File: src/rtl/ptm_calc_pkg.sv
package ptm_calc_pkg;
    // Default width of every timestamp handled by the calculator.
    parameter int unsigned PTM_TS_W = 64;
endpackage

File: src/rtl/ptm_calc_stamps.sv
module ptm_calc_stamps #(
    parameter int unsigned TS_W = ptm_calc_pkg::PTM_TS_W
) (
    input  logic            clk,
    input  logic            rst_n,
    input  logic [TS_W-1:0] local_time_i,
    input  logic            req_sent_i,
    input  logic            rsp_rcvd_i,
    input  logic            invalidate_i,
    output logic            pend_o,
    output logic            hist_vld_o,
    output logic [TS_W-1:0] hist_t1_o,
    output logic [TS_W-1:0] hist_t4_o,
    output logic            fire_o
);
    typedef struct packed {
        logic            pend;
        logic [TS_W-1:0] cur_t1;
        logic            hist_vld;
        logic [TS_W-1:0] hist_t1;
        logic [TS_W-1:0] hist_t4;
    } stamp_st_t;

    stamp_st_t st_d, st_q;
    logic      close_dlg;

    assign close_dlg = rsp_rcvd_i && st_q.pend && !invalidate_i;

    always_comb begin
        st_d = st_q;
        if (invalidate_i) begin
            st_d = '0;
        end else begin
            if (close_dlg) begin
                st_d.hist_vld = 1'b1;
                st_d.hist_t1  = st_q.cur_t1;
                st_d.hist_t4  = local_time_i;
                st_d.pend     = 1'b0;
            end
            if (req_sent_i) begin
                st_d.pend   = 1'b1;
                st_d.cur_t1 = local_time_i;
            end
        end
    end

    always_ff @(posedge clk) begin
        if (!rst_n) st_q <= '0;
        else        st_q <= st_d;
    end

    assign pend_o     = st_q.pend;
    assign hist_vld_o = st_q.hist_vld;
    assign hist_t1_o  = st_q.hist_t1;
    assign hist_t4_o  = st_q.hist_t4;
    assign fire_o     = close_dlg && st_q.hist_vld;

    assert_req_arms_R2: assert property (@(posedge clk) disable iff (!rst_n)
        (req_sent_i && !invalidate_i) |=> pend_o);

    assert_clear_R10: assert property (@(posedge clk) disable iff (!rst_n)
        invalidate_i |=> (!pend_o && !hist_vld_o));

    assert_stray_keeps_hist_R8: assert property (@(posedge clk) disable iff (!rst_n)
        (rsp_rcvd_i && !pend_o && !invalidate_i) |=> ($stable(hist_t1_o) && $stable(hist_t4_o)));
endmodule

File: src/rtl/ptm_calc_math.sv
module ptm_calc_math #(
    parameter int unsigned TS_W = ptm_calc_pkg::PTM_TS_W
) (
    input  logic [TS_W-1:0] t1_i,
    input  logic [TS_W-1:0] t4_i,
    input  logic [TS_W-1:0] t2m_i,
    input  logic [TS_W-1:0] turn_i,
    output logic [TS_W-1:0] master_o,
    output logic [TS_W-1:0] offset_o
);
    logic [TS_W-1:0] round_trip;
    logic [TS_W-1:0] net_delay;
    logic [TS_W-1:0] half_delay;

    always_comb begin
        round_trip = t4_i - t1_i;
        net_delay  = round_trip - turn_i;
        // Sign-extending shift: floor division by two of a two's complement value.
        half_delay = {net_delay[TS_W-1], net_delay[TS_W-1:1]};
        master_o   = t2m_i - half_delay;
        offset_o   = master_o - t1_i;
    end
endmodule

File: src/rtl/ptm_time_calc.sv
module ptm_time_calc #(
    parameter int unsigned TS_W = ptm_calc_pkg::PTM_TS_W
) (
    input  logic            clk,
    input  logic            rst_n,
    input  logic [TS_W-1:0] local_time,
    input  logic            req_sent,
    input  logic            rsp_rcvd,
    input  logic [TS_W-1:0] rsp_master_rx,
    input  logic [TS_W-1:0] rsp_turnaround,
    input  logic            invalidate,
    output logic            result_valid,
    output logic [TS_W-1:0] master_time,
    output logic [TS_W-1:0] time_offset
);
    typedef struct packed {
        logic            vld;
        logic [TS_W-1:0] master;
        logic [TS_W-1:0] offset;
    } out_st_t;

    logic            pend;
    logic            hist_vld;
    logic [TS_W-1:0] hist_t1;
    logic [TS_W-1:0] hist_t4;
    logic            fire;
    logic [TS_W-1:0] calc_master;
    logic [TS_W-1:0] calc_offset;
    out_st_t         out_d, out_q;

    ptm_calc_stamps #(.TS_W(TS_W)) u_stamps (
        .clk          (clk),
        .rst_n        (rst_n),
        .local_time_i (local_time),
        .req_sent_i   (req_sent),
        .rsp_rcvd_i   (rsp_rcvd),
        .invalidate_i (invalidate),
        .pend_o       (pend),
        .hist_vld_o   (hist_vld),
        .hist_t1_o    (hist_t1),
        .hist_t4_o    (hist_t4),
        .fire_o       (fire)
    );

    ptm_calc_math #(.TS_W(TS_W)) u_math (
        .t1_i     (hist_t1),
        .t4_i     (hist_t4),
        .t2m_i    (rsp_master_rx),
        .turn_i   (rsp_turnaround),
        .master_o (calc_master),
        .offset_o (calc_offset)
    );

    always_comb begin
        out_d     = out_q;
        out_d.vld = fire;
        if (fire) begin
            out_d.master = calc_master;
            out_d.offset = calc_offset;
        end
    end

    always_ff @(posedge clk) begin
        if (!rst_n) out_q <= '0;
        else        out_q <= out_d;
    end

    assign result_valid = out_q.vld;
    assign master_time  = out_q.master;
    assign time_offset  = out_q.offset;

    assert_valid_needs_hist_R3: assert property (@(posedge clk) disable iff (!rst_n)
        result_valid |-> $past(hist_vld));

    assert_valid_after_rsp_R4: assert property (@(posedge clk) disable iff (!rst_n)
        result_valid |-> $past(rsp_rcvd && pend && !invalidate));

    assert_offset_rel_R7: assert property (@(posedge clk) disable iff (!rst_n)
        result_valid |-> ((master_time - time_offset) == $past(hist_t1)));

    assert_stray_rsp_R8: assert property (@(posedge clk) disable iff (!rst_n)
        (rsp_rcvd && !pend) |=> !result_valid);

    assert_inval_kills_R10: assert property (@(posedge clk) disable iff (!rst_n)
        invalidate |=> !result_valid);

    assert_hold_R11: assert property (@(posedge clk) disable iff (!rst_n)
        !result_valid |-> ($stable(master_time) && $stable(time_offset)));
endmodule

File: config.mk
export PLATFORM = sky130hd
export DESIGN_NAME = ptm_time_calc
export DESIGN_NICKNAME = d
export VERILOG_FILES = /design/src/rtl/ptm_calc_pkg.sv /design/src/rtl/ptm_calc_stamps.sv /design/src/rtl/ptm_calc_math.sv /design/src/rtl/ptm_time_calc.sv
export SDC_FILE = /design/constraint.sdc
export NUM_CORES = 1
export LEC_CHECK = 0
export ABC_CLOCK_PERIOD_IN_PS = 11000
export BUFFER_PORTS_ARGS = -buffer_cell sky130_fd_sc_hd__buf_2
export CORE_ASPECT_RATIO = 0.7
export CORE_MARGIN = 3
export CORE_UTILIZATION = 35
export CTS_CLUSTER_DIAMETER = 100
export CTS_CLUSTER_SIZE = 8
export DETAILED_ROUTE_END_ITERATION = 6
export PLACE_DENSITY = 0.6
export REMOVE_ABC_BUFFERS = 1
export SLEW_MARGIN = 25
export SYNTH_ARGS = -nofsm -noshare
export SYNTH_HDL_FRONTEND = slang
export SYNTH_SLANG_ARGS = --single-unit
File: constraint.sdc
create_clock -name clk -period 11 [get_ports clk]
set_clock_uncertainty 0.15 [all_clocks]
set_input_delay 2.2 -clock clk [delete_from_list [all_inputs] [get_ports clk]]
set_output_delay 2.2 -clock clk [all_outputs]
set_load 0.03 [all_outputs]
==> impl_metrics.yaml <==
hold_path:
  hp-class: "reg -> reg"
logic_synthesis:
  synth_cell_types: 98
  async_flop_share_pct: 0
  yosys.area.top_type: "dfxtp_1"
  avgSynthCellArea_sq_um: 7.747
  ys_seq_elements: 323
  synth_top_family_by_area: "compound AO/OA/AOI/OAI gates"
  synth-xor-area-share_pct: 6.490
  synth_top_area_share_pct: 27.13
  synth_cells: 3076
  muxShareOfSynthArea_pct: 2.814
  yosys.area_share.simple_pct: 18.86
  synth-edff-count: 0
  synth-compound-area-share_pct: 23.72
  syn_area_sq_um: 23830
  synth_adder_area_share_pct: 15.38
  synth.area.top_cells: "dfxtp_1 (27%), ha_1 (9.9%), nand2_1 (8.8%)"
  yosys_warnings: 0
  yosysSeqAreaShare_pct: 27.13
  synth-main-ff-cell: "dfxtp_1"
global_routing:
  grt_overflow_total: 0
  grt_usage_pct: 21.96
  grt_pass1_vias: 20281
  grt_max_degree: 87
  antenna_found_initial: 13
  grt_pass1_wl_mm: 122.9
placement:
  hpwlAfterDp_mm: 65.67
  place_ws_ns: 0.7457
  gp_congestion: 0.9529
  numPortBuffers: 325
clocking:
  holdBufCountCts: 0
  cts_buffers: 46
  cts.clk_slew.worst_paths_ns: 0.05
  clock_latency_ns: 0.58
  cts-htree-levels: 2
  numClockSinks: 323
  post_cts_buffers: 0
  root_buffer: "clkbuf_16"
  post_cts_resized: 0
  clockBufferDepth: 3
  cts_tree: "yes"
floorplan:
  dieArea_sq_um: 71300
  die_y_um: 224.3
  pin_count: 326
  die_w_um: 317.9
  initial_core_util_pct: 35.61
  rows: 79
  core_area_sq_um: 66920
routing:
  met2WireLength_mm: 31.12
  drcViolationCount: 0
  drt_iter0_drc: 1986
  avgViaCountPerCell: 5.306
  dr.pass1.iters: 5
  top_layer_used: "met5"
  vias: 22241
  m1WireLength_mm: 42.32
  totalWireLength_mm: 81.57
  wl_per_cell_um: 19.46
  wl_met3_mm: 6.355
  ant_nets: 0
timing:
  finalCritPeriodShare_pct: 88.70
  drv_slew: 0
  worst_pin_slew_ns: 1.028
  setup_violations: 0
  fmax_mhz: 102.5
  setup_slack_ns: 1.243
  rsz0062_at_grt: "no"
  hold_viol: 0
  slew_headroom_pct: 31.47
  fin_crit_ns: 9.757
pwr:
  p_int_uw: 3065
  power_density_nw_per_um2: 196.1
  ir_drop_v: 0.0001130
  power_frac_comb_pct: 54.2
  p_leak_uw: 0.01139
  p_total_uw: 5345
  netSwitchingFraction_pct: 42.66
  power.switching_uw: 2280
  clockPowerShare_pct: 23.6
  seqPwrFrac_pct: 22.2
worst_setup_path:
  path_delay_family: "compound AO/OA/AOI/OAI gates"
  cp_common_cell: "o21ai_0"
  cpPeakStageDelay_ns: 0.65
  required_ns: 11.33
  cp_max_fo: 6
  cp.arrival_ns: 10.09
  critical_path_class: "in -> reg"
  cp-end-kind: "register"
  cp-start-kind: "primary input"
  critPathSlowestCell: "o21ai_0"
  worst-path-buf-inv: 2
layout:
  nets: 3743
  fillers: 6935
  area_growth_pct: 14.37
  drive_gt1_share_pct: 13.48
run_status:
  status: "finished, final reports clean"
flow_run:
  cap_violations: 0
[power groups by stage]
stage | clock network, uW | logic, uW | registers [uW]
4_1_cts | 1290 | 2840 | 1190
3_3_place_gp | 0 | 2840 | 1210
5_1_grt | 1340 | 3210 | 1190
2_1_floorplan | 0 | 2160 | 1210
3_5_place_dp | 0 | 2820 | 1210
6_report | 1260 | 2900 | 1190
[registers in the layout, indices dropped and copies added, names as in the netlist]
signal,count
u_stamps.hist_vld_o,1
u_stamps.st_q,64
u_stamps.pend_o,1
u_stamps.hist_t1_o,64
result_valid,1
u_stamps.hist_t4_o,64
time_offset,64
master_time,64
[cells in the final DEF (no fill, tap or decap), types with 10 or more instances in the layout]
cell | Yosys | layout
a21oi_1 | 407 | 407
a21o_1 | 110 | 110
xor2_1 | 70 | 70
mux2i_1 | 67 | 67
o31ai_1 | 16 | 16
buf_2 | 14 | 324
nand4_1 | 44 | 44
nand2b_1 | 20 | 19
a211oi_1 | 13 | 13
buf_4 | 0 | 11
a31oi_1 | 36 | 36
and4_1 | 11 | 11
clkbuf_16 | 0 | 46
nor2b_1 | 23 | 23
inv_1 | 183 | 182
o21a_1 | 19 | 19
dfxtp_1 | 323 | 323
xnor2_1 | 104 | 104
nor2_1 | 178 | 177
ha_1 | 189 | 189
nor3_1 | 26 | 26
o21bai_1 | 37 | 37
fa_1 | 65 | 65
o21ai_0 | 105 | 105
o211ai_1 | 10 | 10
nand3_1 | 69 | 69
nand2_1 | 561 | 560
and3_1 | 28 | 28
[synthesized netlist by cell type, types with 65 or more instances]
cell / count
nand2_1: 561
dfxtp_1: 323
nor2_1: 178
clkbuf_1: 132
nand3_1: 69
mux2i_1: 67
a21oi_1: 407
fa_1: 65
xor2_1: 70
a21o_1: 110
xnor2_1: 104
ha_1: 189
o21ai_0: 105
inv_1: 183
[routing by layer]
layer  up-vias  track usage, %
li1      11098               -
met1     10350           34.70
met2       702           28.82
met3        79           5.676
met4        12           5.317
met5         -               0
[layout make-up]
class / instances / area, sq um / share of cell area [%]
Antenna cell: 7 / 17.52 / 0.06427
Clock buffer: 47 / 1165 / 4.274
Clock inverter: 3 / 41.29 / 0.1515
Inverter: 183 / 688.2 / 2.525
Multi-Input combinational cell: 2403 / 16060 / 58.92
Sequential cell: 323 / 6466 / 23.72
Tap cell: 891 / 1115 / 4.090
Timing Repair Buffer: 335 / 1704 / 6.253
[cells by family (layout without fill, tap and decap cells)]
family / after synthesis / count (layout)
simple gates: 1018 / 1018
compound gates: 889 / 889
buf+inv: 350 / 568
flops: 323 / 323
fa+ha+maj: 254 / 254
xor+xnor: 175 / 175
mux: 67 / 67
other cells: 0 / 7
[metrics by stage]
stage / cells / area [sq um] / hold slack, ns / utilization [%] / setup TNS [ns]
4_1_cts: 4185 / 27240 / 0.2944 / 40.70 / 0
3_5_place_dp: 4135 / 26030 / 0.2918 / 38.90 / 0
5_1_grt: 4191 / 27250 / 0.3133 / 40.73 / 0
2_1_floorplan: 2909 / 23180 / 0.2812 / - / -1.377
3_3_place_gp: 4135 / 26030 / 0.2873 / 38.90 / 0
6_report: 4192 / 27250 / 0.2932 / 40.73 / 0
[final timing paths]
kind,cells past startpoint,endpoint,slack (ns),from
min reg2reg,2,u_stamps.hist_t1_o[3],0.29,u_stamps.st_q[132]
max reg2reg,32,time_offset[57],2.45,u_stamps.hist_t1_o[6]
min,2,u_stamps.hist_t1_o[3],0.29,u_stamps.st_q[132]
max,33,time_offset[57],1.24,rsp_turnaround[2]
[worst reg2reg max path: cells and delay by family, from the launching register on]
family                     cells  cell delay (ns)
and+or+nand+nor                8             1.37
adders and majority gates      4             1.62
buffers and inverters          1             0.29
DFF                            1             0.31
AOI/OAI and AO/OA             17             4.48
xor gates and xnor gates       2             0.28
Note: power is estimated with default switching activity, not from simulation.
